## src/rtl/tmr8_pkg.sv

```systemverilog
package tmr8_pkg;

   typedef enum logic [2:0] {
      RA_CTRL = 3'd0,
      RA_STAT = 3'd1,
      RA_CNT  = 3'd2,
      RA_CMPA = 3'd3,
      RA_CMPB = 3'd4
   } reg_addr_e;

   typedef enum logic [1:0] {
      CLR_NONE = 2'd0,
      CLR_CMPA = 2'd1,
      CLR_CMPB = 2'd2,
      CLR_EXT  = 2'd3
   } clr_mode_e;

   typedef struct packed {
      logic      ie_b;
      logic      ie_a;
      logic      ie_o;
      clr_mode_e clr;
      logic [2:0] cks;
   } ctrl_t;

   // status flag vector index 0 = wrap, 1 = compare A, 2 = compare B
   localparam int FLAG_LSB = 5;
   localparam int NFLAGS   = 3;

endpackage

```

## src/rtl/tmr8_prescale.sv

```systemverilog
module tmr8_prescale #(
   parameter int L1 = 1,
   parameter int L2 = 3,
   parameter int L3 = 6
) (
   input  logic       clk,
   input  logic       rst_n,
   input  logic [2:0] cks,
   output logic       tick
);
   localparam int PW = L3;

   if (L1 < 1 || L1 >= L2 || L2 >= L3) begin : g_bad_taps
      $error("tmr8_prescale: taps must satisfy 1 <= L1 < L2 < L3");
   end

   logic [PW-1:0] pre_q;
   logic [2:0]    tap;

   always_ff @(posedge clk or negedge rst_n) begin
      if (!rst_n) pre_q <= '0;
      else        pre_q <= pre_q + 1'b1;
   end

   for (genvar g = 0; g < 3; g++) begin : g_tap
      localparam int LG = (g == 0) ? L1 : (g == 1) ? L2 : L3;
      assign tap[g] = &pre_q[LG-1:0];
   end

   always_comb begin
      case (cks)
         3'd1:    tick = tap[0];
         3'd2:    tick = tap[1];
         3'd3:    tick = tap[2];
         default: tick = 1'b0;
      endcase
   end
endmodule

```

## src/rtl/tmr8_edge_sync.sv

```systemverilog
module tmr8_edge_sync #(
   parameter int STAGES = 2
) (
   input  logic clk,
   input  logic rst_n,
   input  logic din,
   output logic rise
);
   if (STAGES < 2) begin : g_bad_stages
      $error("tmr8_edge_sync: at least two stages required");
   end

   logic [STAGES:0] sh_q;

   always_ff @(posedge clk or negedge rst_n) begin
      if (!rst_n) sh_q <= '0;
      else        sh_q <= {sh_q[STAGES-1:0], din};
   end

   assign rise = sh_q[STAGES-1] & ~sh_q[STAGES];
endmodule

```

## src/rtl/tmr8_count.sv

```systemverilog
module tmr8_count
   import tmr8_pkg::*;
#(
   parameter int CNT_W = 8
) (
   input  logic             clk,
   input  logic             rst_n,
   input  logic             tick,
   input  clr_mode_e        mode,
   input  logic             ext_rise,
   input  logic             wr_cnt,
   input  logic [CNT_W-1:0] wdata,
   input  logic [CNT_W-1:0] cmp_a,
   input  logic [CNT_W-1:0] cmp_b,
   output logic [CNT_W-1:0] cnt,
   output logic             set_a,
   output logic             set_b,
   output logic             set_o
);
   localparam logic [CNT_W-1:0] CNT_MAX = '1;

   logic eq_a, eq_b, eqa_q, eqb_q, match_clr, ext_clr;

   assign eq_a      = (cnt == cmp_a);
   assign eq_b      = (cnt == cmp_b);
   assign match_clr = ((mode == CLR_CMPA) && eq_a) || ((mode == CLR_CMPB) && eq_b);
   assign ext_clr   = (mode == CLR_EXT) && ext_rise;

   always_ff @(posedge clk or negedge rst_n) begin
      if (!rst_n) begin
         cnt   <= '0;
         eqa_q <= 1'b0;
         eqb_q <= 1'b0;
      end else begin
         eqa_q <= eq_a;
         eqb_q <= eq_b;
         if (wr_cnt)       cnt <= wdata;
         else if (ext_clr) cnt <= '0;
         else if (tick)    cnt <= match_clr ? '0 : cnt + 1'b1;
      end
   end

   assign set_a = eq_a & ~eqa_q;
   assign set_b = eq_b & ~eqb_q;
   assign set_o = tick & ~wr_cnt & ~ext_clr & (cnt == CNT_MAX);
endmodule

```

## src/rtl/tmr8_flag.sv

```systemverilog
module tmr8_flag (
   input  logic clk,
   input  logic rst_n,
   input  logic hw_set,
   input  logic rd_hit,
   input  logic wr_hit,
   input  logic wbit,
   output logic flag
);
   logic arm_q;

   always_ff @(posedge clk or negedge rst_n) begin
      if (!rst_n) begin
         flag  <= 1'b0;
         arm_q <= 1'b0;
      end else if (hw_set) begin
         flag  <= 1'b1;
         arm_q <= 1'b0;
      end else if (wr_hit && !wbit && arm_q) begin
         flag  <= 1'b0;
         arm_q <= 1'b0;
      end else if (rd_hit && flag) begin
         arm_q <= 1'b1;
      end
   end
endmodule

```

## src/rtl/tmr8_dual_cmp.sv

```systemverilog
module tmr8_dual_cmp
   import tmr8_pkg::*;
#(
   parameter int CNT_W       = 8,
   parameter bit IRQ_ENABLE  = 1'b1,
   parameter int DIV_LO_LOG2 = 1,
   parameter int DIV_MD_LOG2 = 3,
   parameter int DIV_HI_LOG2 = 6,
   parameter int SYNC_STAGES = 2
) (
   input  logic             clk,
   input  logic             rst_n,
   input  logic [2:0]       reg_addr,
   input  logic             reg_wr,
   input  logic             reg_rd,
   input  logic [CNT_W-1:0] reg_wdata,
   output logic [CNT_W-1:0] reg_rdata,
   input  logic             ext_clr_in,
   output logic             irq_cmpa,
   output logic             irq_cmpb,
   output logic             irq_ovf
);
   localparam logic [CNT_W-1:0] CMP_RST = '1;

   if (CNT_W < 8) begin : g_bad_width
      $error("tmr8_dual_cmp: CNT_W must hold the 8-bit control byte");
   end

   ctrl_t              ctrl_q;
   logic [CNT_W-1:0]   cnt_q, cmpa_q, cmpb_q;
   logic               tick, ext_rise, cnt_wr, rd_stat, wr_stat;
   logic               set_a, set_b, set_o;
   logic [NFLAGS-1:0]  hw_set, flags, ie_vec;

   assign cnt_wr  = reg_wr && (reg_addr == RA_CNT);
   assign rd_stat = reg_rd && (reg_addr == RA_STAT);
   assign wr_stat = reg_wr && (reg_addr == RA_STAT);

   always_ff @(posedge clk or negedge rst_n) begin
      if (!rst_n) begin
         ctrl_q <= '0;
         cmpa_q <= CMP_RST;
         cmpb_q <= CMP_RST;
      end else if (reg_wr) begin
         case (reg_addr)
            RA_CTRL: ctrl_q <= ctrl_t'(reg_wdata[7:0]);
            RA_CMPA: cmpa_q <= reg_wdata;
            RA_CMPB: cmpb_q <= reg_wdata;
            default: ;
         endcase
      end
   end

   tmr8_prescale #(.L1(DIV_LO_LOG2), .L2(DIV_MD_LOG2), .L3(DIV_HI_LOG2)) u_pre (
      .clk(clk), .rst_n(rst_n), .cks(ctrl_q.cks), .tick(tick)
   );

   tmr8_edge_sync #(.STAGES(SYNC_STAGES)) u_sync (
      .clk(clk), .rst_n(rst_n), .din(ext_clr_in), .rise(ext_rise)
   );

   tmr8_count #(.CNT_W(CNT_W)) u_cnt (
      .clk(clk), .rst_n(rst_n), .tick(tick), .mode(ctrl_q.clr),
      .ext_rise(ext_rise), .wr_cnt(cnt_wr), .wdata(reg_wdata),
      .cmp_a(cmpa_q), .cmp_b(cmpb_q), .cnt(cnt_q),
      .set_a(set_a), .set_b(set_b), .set_o(set_o)
   );

   assign hw_set = {set_b, set_a, set_o};

   for (genvar g = 0; g < NFLAGS; g++) begin : g_flag
      tmr8_flag u_flag (
         .clk(clk), .rst_n(rst_n), .hw_set(hw_set[g]), .rd_hit(rd_stat),
         .wr_hit(wr_stat), .wbit(reg_wdata[FLAG_LSB+g]), .flag(flags[g])
      );
   end

   always_comb begin
      reg_rdata = '0;
      case (reg_addr)
         RA_CTRL: reg_rdata[7:0] = ctrl_q;
         RA_STAT: reg_rdata[FLAG_LSB +: NFLAGS] = flags;
         RA_CNT:  reg_rdata = cnt_q;
         RA_CMPA: reg_rdata = cmpa_q;
         RA_CMPB: reg_rdata = cmpb_q;
         default: ;
      endcase
   end

   assign ie_vec = {ctrl_q.ie_b, ctrl_q.ie_a, ctrl_q.ie_o};

   if (IRQ_ENABLE) begin : g_irq
      assign {irq_cmpb, irq_cmpa, irq_ovf} = flags & ie_vec;
   end else begin : g_no_irq
      assign {irq_cmpb, irq_cmpa, irq_ovf} = 3'b000;
   end
endmodule

```

## config.mk

```make
export PLATFORM = sky130hd
export DESIGN_NAME = tmr8_dual_cmp
export DESIGN_NICKNAME = d
export VERILOG_FILES = /design/src/rtl/tmr8_pkg.sv /design/src/rtl/tmr8_prescale.sv /design/src/rtl/tmr8_edge_sync.sv /design/src/rtl/tmr8_count.sv /design/src/rtl/tmr8_flag.sv /design/src/rtl/tmr8_dual_cmp.sv
export SDC_FILE = /design/constraint.sdc
export NUM_CORES = 1
export LEC_CHECK = 0
export ABC_AREA = 1
export BUFFER_PORTS_ARGS = -buffer_cell sky130_fd_sc_hd__buf_2
export CELL_PAD_IN_SITES_DETAIL_PLACEMENT = 2
export CELL_PAD_IN_SITES_GLOBAL_PLACEMENT = 2
export CORE_AREA = 2 2 97 99
export DETAILED_ROUTE_END_ITERATION = 8
export DIE_AREA = 0 0 99 101
export PLACE_DENSITY = 0.71
export SLEW_MARGIN = 20
export SYNTH_ARGS = -nofsm -noshare
export SYNTH_HDL_FRONTEND = slang
export SYNTH_SLANG_ARGS = --single-unit
```

## constraint.sdc

```tcl
create_clock -name clk -period 1.54 [get_ports clk]
set_input_delay 0.077 -clock clk [delete_from_list [all_inputs] [get_ports clk]]
set_output_delay 0.077 -clock clk [all_outputs]
set_load 0.02 [all_outputs]
```

# --- Word-level counts from Yosys, hierarchy flattened ---
# Cells that the tools add are included.
totals:
  regBits: 49
  latchBits: 0
  mem_bits_rw: 0
  rom_bits: 0
  output_inout_bits: 11
  n_memories: 0
op_classes:
  n_addsub: 2
  n_mul: 0
  div: 0
  n_lt_le_gt_ge: 0
  n_eq_ne: 13
  shift: 0
  mux: 22
  bitwise_logic: 12
  n_reduce_logical: 32
op_table:
  columns: ["op", "n"]
  rows:
  - ["2-to-1 mux 8 bit", 4]
  - ["one-hot mux 5 bit (4 select lines)", 1]
  - ["equality test 8 bit", 2]
  - ["logical AND 1 bit", 15]
  - ["2-to-1 mux 1 bit", 15]
  - ["one-hot mux 3 bit (5 select lines)", 1]
  - ["equality test 3 x 2 -> 1 bit, second input constant", 4]
  - ["nonzero test 3 bit", 4]
  - ["adder 8 x 1 -> 8 bit, second input constant", 1]
  - ["equality test 8 bit, second input constant", 1]
  - ["adder 6 x 1 -> 6 bit, second input constant", 1]
  - ["bitwise AND 1 bit", 6]
  - ["equality test 3 x 1 -> 1 bit, second input constant", 2]
  - ["AND reduction 2 bit", 3]
  - ["AND reduction 6 bit", 1]
  - ["nonzero test 2 bit", 3]
  - ["NOT 1 bit", 5]
  - ["equality test 2 bit, second input constant", 2]
  - ["bitwise AND 3 bit", 1]
  - ["equality test 3 bit, second input constant", 1]
  - ["zero test 1 bit", 3]
  - ["zero test 3 bit", 1]
  - ["one-hot mux 1 bit (3 select lines)", 1]
  - ["AND reduction 3 bit", 1]
  - ["2 further kinds", 2]

# --- Longest topological paths before layout ---
# Gate-level depths: netlist of the first run.
logic_depth:
  ltp_word: 7
  ltp_mapped: 10
  depth_no_buf: 10

# --- Cells and area by module ---
# A second synthesis of the first run with hierarchy kept.
hier_totals:
  hier_cells: 389
  hier_area_um2: 2986.6
by_module_without_submodules:
  columns: ["mod", "n_inst", "cells_per_inst", "area_each_um2", "seq_area_each_um2"]
  rows:
  - ["tmr8_dual_cmp", 1, 180, 1402.6, 620.6]
  - ["tmr8_count", 1, 142, 943.4, 250.2]
  - ["tmr8_prescale", 1, 32, 285.3, 150.1]
  - ["tmr8_flag", 3, 10, 90.1, 50.0]
  - ["tmr8_edge_sync", 1, 5, 85.1, 75.1]

# --- Worst setup path after synthesis of the first run ---
# OpenSTA, ideal clock, no wires.
synth_path:
  path_kind: "reg2reg"
  startpoint: "reg u_pre.pre_q[0]"
  endpoint: "reg u_cnt.cnt[7]"
  t_arrival_ns: 1.324
  setup_slack_ns: 0.094
  path_stages_with_launch: 10
  path_buffers: 0
  synth_period_minus_slack_ns: 1.446
  path_cell_list: "dfrtp_1 > ha_1 > ha_1 > nor2_1 > nor3_1 > o21ai_2 > nand2_8 > clkinv_4 > nor2_1 > a21oi_1"
synth_via:
  elab_chain_len: 3
  elab_cells_between_ends: 4
  cone_classes: "1 x mux; 3 x reduce/logical"
synth_rtl:
  columns: ["element", "line", "source"]
  rows:
  - ["start, declared", "tmr8_prescale.sv:17", "logic [PW-1:0] pre_q;"]
  - ["start signal, assigned", "tmr8_prescale.sv:22", "else pre_q <= pre_q + 1'b1;"]
  - ["AND reduction 6 bit or AND reduction 3 bit (tied branches)", "tmr8_prescale.sv:27", "assign tap[g] = &pre_q[LG-1:0];"]
  - ["one-hot mux 1 bit (3 select lines) (*)", "tmr8_prescale.sv:31", "case (cks)"]
  - ["nonzero test 3 bit (no source line) (*)", null, null]
  - ["end signal, assigned", "tmr8_count.sv:37", "if (wr_cnt) cnt <= wdata;"]
  - ["end signal, assigned", "tmr8_count.sv:39", "else if (tick) cnt <= match_clr ? '0 : cnt + 1'b1;"]
  - ["end, declared", "tmr8_count.sv:15", "output logic [CNT_W-1:0] cnt,"]
# Mark *: on every way between the ends. The rest lies on a longest branch, timed or not.
# A chain may end at the register's enable or synchronous reset.

# --- Worst setup path after layout of the first run ---
layout_path:
  startpoint: "reg u_pre.pre_q[1]"
  endpoint: "reg u_cnt.cnt[3]"
# The elaborated chain is that of the path after synthesis.

==> results.cfg, run 1 <==
[status]
status = finished with violations
violations = setup timing

[timing]
skew_ps = 13.7
maxSlewHeadroom_pct = 74.2
worst_slew_pin_slew_ps = 386
fin_crit_sh_pct = 101
setup_tns_ps = -8.97
hold_viol_final = 0
setup_violations = 1
timing.final.ws_setup_ps = -8.97
finalCriticalPeriod_ps = 1550
rsz0062_at_grt = yes
drv_slew = 0
clock.fmax_mhz = 646

[detailed_routing]
firstDrtPassIters = 4
wl_met2_mm = 5.32
vias = 2591
drt-total-wl_mm = 9.63
drc = 0
ant_nets = 0
top_layer_used = met4
vias_per_cell = 4.98
wl_per_cell_um = 18.5
m1WireLength_mm = 3.96
drt_iter0_drc = 60
met3WireLength_um = 245

[cts]
cts_buffers = 5
cts_max_level = 2
cts_root_buf = clkbuf_8
clk_latency_ps = 320
clkTransAtPathRegs_ps = 100
clock_path_buffers = 2
clkSinkCount = 49
tritoncts = built

[die]
die_x_um = 99
die_h_um = 101
rows = 35
num_io_pins = 27
start_util_pct = 30.2
dieArea_um2 = 10000
coreArea_um2 = 8980

[placed_design]
placed_cells = 500
hpwl_mm = 7.08
dpl_worst_slack_ps = -92.9
gp_congestion = 0.801
io_buffers = 26

[logic_synthesis]
netlist_instances = 337
synth_edf_count = 0
syn_nets = 356
yosysTopAreaCellShare_pct = 30.5
synthFlopType = dfrtp_1
ys_ff_latch = 49
synth.area.top_cells = dfrtp_1 30%, dfstp_2 16%, nand2_1 12%
syn_area_um2 = 2710
ys_types = 36
yosys.area.top_type = dfrtp_1
synth-seq-area-share_pct = 46.0
yosysMostFrequentCell = nand2_1
synth_common_cells = 83 x nand2_1, 41 x inv_1, 40 x nor2_1, 33 x dfrtp_1, 24 x o21ai_0
ys_async_sr_fraction_pct = 100
yosysWarningCount = 0
syn_area_per_cell_um2 = 8.03

[worst_setup_path]
worstPathMaxFanout = 4
crit_required_ps = 1740
endpoint_kind = flop
path_class = reg -> reg
cp_slowest_cell = dfrtp_1
arrival_ps = 1750
cp_common_cell = ha_4
path_cells = ha_4 -> ha_4 -> nor2_4 -> nor3_4 -> o21ai_4 -> nand2_8 -> buf_4 -> nor2_2 -> a21oi_1
worstSetupStartpointType = flop
max_stage_delay_ps = 420

[final_layout]
instances_no_fill = 520
area_delta_synth_final_pct = 34.3
multiInputGateArea_um2 = 1420
drive_gt1_share_pct = 37.9
nets = 427
antenna_cells = 0
fillers = 1022
final-seq-area_um2 = 1250
fin_util_pct = 40.5

[power]
peakVddDrop_uv = 454
leakage_nw = 1.75
p_per_area_nw_per_um2 = 1490

[global_routing]
grt_usage_pct = 20.1
grt_pass1_wl_mm = 15.4
grt_pass1_vias = 2895
antenna_found_initial = 0
grt_overflow = 0
grt_max_degree = 50

[min_path]
hold_path_class = in -> reg

[flow_run]
maxCapViolCount = 0
==> layout make-up <==
type / count / area share (%)
Tap cell: 111 / 3.82
Timing Repair Buffer: 71 / 14.5
Clock buffer: 7 / 2.65
Multi-Input combinational cell: 232 / 38.9
Inverter: 49 / 5.61
Clock inverter: 1 / 0.138
Sequential cell: 49 / 34.4
==> state kept, by name, summed over array words and instances (netlist names) <==
| name | count |
|---|---|
| u_pre.pre_q | 6 |
| ctrl_q | 8 |
| g_flag.u_flag.arm_q | 3 |
| g_flag.u_flag.flag | 3 |
| u_cnt.eqa_q | 1 |
| cmpa_q | 8 |
| cmpb_q | 8 |
| u_cnt.cnt | 8 |
| u_cnt.eqb_q | 1 |
| u_sync.sh_q | 3 |
==> cells by family (layout without fill, tap and decap cells) <==
logic type               count (synthesis)  after routing  share of synthesized area (%)
AO/OA/AOI/OAI                           51             51                           11.0
XOR/XNOR                                18             18                           5.82
adder cells (fa/ha/maj)                  3              3                           1.39
buffers and inverters                   56            128                           9.33
flip-flops                              49             49                           46.0
AND/OR/NAND/NOR                        160            160                           26.4
==> what timing repair did <==
action / CTS / global route
hold buffers: 2 / 0
resized for setup: 38 / 37
buffers inserted: 7 / 5
endpoints found under the hold margin: 34 / 0
pin swaps: 6 / 11
endpoints found under the setup margin: 16 / 16
==> through the flow <==
| stage | power, mW | instance area (um2) | hold slack (ps) |
|---|---|---|---|
| 5_1_grt | 5.80 | 3640 | 104 |
| 4_1_cts | 5.12 | 3460 | 76.0 |
| 6_report | 5.40 | 3640 | 74.1 |
| 3_5_place_dp | 4.03 | 3180 | 95.2 |
| 3_3_place_gp | 3.93 | 3180 | 93.3 |
| 2_1_floorplan | 3.20 | 2710 | -219 |
==> power breakdown <==
| part | switching, mW | total [mW] | leakage, nW | internal [mW] |
|---|---|---|---|---|
| Combinational | 1.31 | 2.48 | 1.14 | 1.16 |
| Clock | 0.467 | 0.874 | 0.0542 | 0.408 |
| Sequential | 0.389 | 2.05 | 0.552 | 1.66 |
| Total | 2.17 | 5.40 | 1.75 | 3.23 |
==> cells in the final DEF (no fill, tap or decap), types with 3 or more instances in the layout <==
| master | count |
|---|---|
| xor2_1 | 7 |
| buf_2 | 20 |
| clkbuf_8 | 7 |
| nand3_1 | 8 |
| buf_6 | 7 |
| inv_2 | 9 |
| nor2_1 | 22 |
| inv_1 | 37 |
| buf_4 | 41 |
| ha_4 | 3 |
| nand4_1 | 13 |
| dfrtp_2 | 4 |
| a21oi_2 | 3 |
| nand2_1 | 82 |
| dfrtp_1 | 29 |
| nor2_2 | 13 |
| o21ai_1 | 7 |
| xnor2_1 | 9 |
| o21ai_0 | 20 |
| dfstp_2 | 16 |
| nor2_4 | 6 |
| a21oi_1 | 6 |
==> worst max-delay path: cells and delay by family (launching register included) <==
kind | cells | cell delay, ps
compound gates | 2 | 160
buf+inv | 1 | 170
simple gates | 4 | 350
fa+ha+maj | 2 | 340
flops | 1 | 420
==> worst paths after layout <==
kind | from | end | slack (ps) | depth (start not counted)
worst max-delay path | u_pre.pre_q[1] | u_cnt.cnt[3] | -9 | 9
worst min-delay path | reg_wdata[1] | ctrl_q[1] | 70 | 3
worst max register to register | u_pre.pre_q[1] | u_cnt.cnt[3] | -9 | 9
worst min register to register | u_sync.sh_q[0] | u_sync.sh_q[1] | 370 | 0
max in group asynchronous | rst_n | cmpb_q[7] | 970 | 3
min in group asynchronous | rst_n | g_flag[1].u_flag.flag | 280 | 3
==> per-layer routing <==
layer	GRT usage (%)	vias up
met1	22.9	1321
met2	39.1	42
met3	2.64	7
li1	-	1221
met5	0	-
met4	5.06	0
Note: power is estimated with default switching activity, not from simulation.
==> run 2: changes to the inputs <==
- BUFFER_PORTS_ARGS: -buffer_cell sky130_fd_sc_hd__buf_2 -> not set
- CORE_AREA: 2 2 97 99 -> 2 2 93 95
- DIE_AREA: 0 0 99 101 -> 0 0 95 97
- DONT_BUFFER_PORTS: not set -> 1
- REMOVE_ABC_BUFFERS: not set -> 1
==> run 2 against run 1 <==
- the run still ends with setup timing left
- clock skew shrank 7.9 ps
- hold slack lost 70 ps
- die area shrank 7.8%
- non-clock buffer count shrank 9
- global-route usage grew 3.9 points
- flip-flop and latch count is the same
- wire length grew 11%
==> results.cfg, run 2 (synthesized netlist as in run 1, its figures left out) <==
[status]
status = finished with violations
violations = setup timing

[detailed_routing]
firstDrtPassIters = 5
vias = 2619
drc = 0
drt_iter0_drc = 61
vias_per_cell = 5.18
wl_per_cell_um = 21.2
ant_nets = 0
drt-total-wl_mm = 10.7

[global_routing]
grt.met2_usage_pct = 42.7
antenna_found_initial = 0
grt_usage_pct = 23.9
grt_pass1_wl_mm = 16.4
busiest_layer = met2
grt_pass1_vias = 2936
grt_util_met3_pct = 3.66
use_met1_pct = 29.9
grt_max_degree = 50
grt_overflow = 0

[final_layout]
drive_gt1_share_pct = 38.2
antenna_cells = 0
nets = 419
area_delta_synth_final_pct = 37.0
layout_common_cells = 75 x nand2_1, 45 x buf_4, 36 x inv_1, 28 x dfrtp_1, 23 x nor2_1
fin_util_pct = 45.6
final_common_cell = nand2_1

[die]
num_io_pins = 27
start_util_pct = 33.3
rows = 33
die_x_um = 95
coreArea_um2 = 8130
die_h_um = 97
dieArea_um2 = 9220

[power]
p_total_mw = 5.61
p_per_area_nw_per_um2 = 1510
peakVddDrop_uv = 491
leakage_nw = 1.74

[worst_setup_path]
path_cells = inv_2 -> nand2_1 -> nand4_1 -> nor2_2 -> nand3_1 -> buf_4 -> nand4_1 -> a21oi_2
worstPathMaxFanout = 8
cpLargestDelayFamily = simple AND/OR/NAND/NOR gates
worstSetupStartpointType = flop
endpoint_kind = flop
path_class = reg -> reg
cp_common_cell = nand4_1
crit_required_ps = 1760
arrival_ps = 1840
max_stage_delay_ps = 570
cp_slowest_cell = dfstp_2
cp_num_buf_inv = 2

[placed_design]
gp_congestion = 0.809
dpl_worst_slack_ps = -99.1
io_buffers = 0
hpwl_mm = 6.64

[timing]
setup_tns_ps = -517
worst_hold_slack_ps = 3.93
timing.final.ws_setup_ps = -81.1
finalCriticalPeriod_ps = 1620
fin_crit_sh_pct = 105
worst_slew_pin_slew_ps = 418
rsz0062_at_grt = yes
clock.fmax_mhz = 617
setup_violations = 9
hold_viol_final = 0
skew_ps = 5.83
drv_slew = 0
maxSlewHeadroom_pct = 72.1

[cts]
cts_max_level = 2
tritoncts = built
clk_latency_ps = 320
clkSinkCount = 49
cts_buffers = 5
clkTransAtPathRegs_ps = 100
cts_root_buf = clkbuf_8
clock_path_buffers = 2

[flow_run]
maxCapViolCount = 0

[min_path]
hold_path_class = in -> reg
run 2: cell types whose count changed in the layout (fill, tap and decap cells not counted), sizes merged:
cell,previous run,this run
clkinvlp,0,1
buf,69,55
dlygate4sd3,2,7
clkbuf,7,5
inv,48,49
nand2,87,88
run 2: per-layer routing:
metal	wire length (um)	part of all wire, %
met4	235	2.2
met2	5660	53
met1	4570	43
met5	0	0
met3	271	2.5
run 2: power breakdown:
| part | total, mW | switching [mW] | internal, mW |
|---|---|---|---|
| clock network | 0.837 | 0.513 | 0.324 |
| logic | 2.75 | 1.50 | 1.25 |
| registers | 2.02 | 0.359 | 1.66 |
| total | 5.61 | 2.37 | 3.23 |
run 2: worst paths after layout:
path,start,end,slack [ps],cells after the start
max reg2reg,cmpb_q[7],u_cnt.cnt[2],-80,8
min,reg_wdata[6],cmpa_q[6],4,2
max in group asynchronous,rst_n,cmpa_q[4],980,2
min reg2reg,u_sync.sh_q[0],u_sync.sh_q[1],370,0
min in group asynchronous,rst_n,g_flag[1].u_flag.flag,270,2
max,cmpb_q[7],u_cnt.cnt[2],-80,8
run 2: worst reg2reg max path, delay by kind of cell, from the launching register on:
| kind | cells | cell delay [ps] |
|---|---|---|
| AND/OR/NAND/NOR | 5 | 640 |
| flip-flops | 1 | 570 |
| AO/OA/AOI/OAI | 1 | 70 |
| buffers and inverters | 2 | 240 |
run 2: layout make-up:
| class | instances | area [um2] |
|---|---|---|
| inverter | 49 | 209 |
| multi-input combinational | 233 | 1480 |
| fill | 907 | 4430 |
| tap | 105 | 131 |
| clock inverter | 3 | 21.3 |
| clock buffer | 5 | 68.8 |
| sequential | 49 | 1250 |
| timing repair buffer | 62 | 546 |
run 2: repair_timing:
| action | in CTS | in global routing |
|---|---|---|
| buffers inserted | 6 | 9 |
| endpoints found under the setup margin | 16 | 17 |
| cloned | 1 | 0 |
| hold buffers | 8 | 0 |
| pin swaps | 15 | 17 |
| gates resized for setup | 49 | 40 |
| endpoints found under the hold margin | 64 | 0 |
run 2: per-stage QoR:
step / cells / cell area [um2]
2_1_floorplan: 330 / 2650
3_3_place_gp: 474 / 3080
3_5_place_dp: 474 / 3080
4_1_cts: 497 / 3500
5_1_grt: 506 / 3710
6_report: 506 / 3710
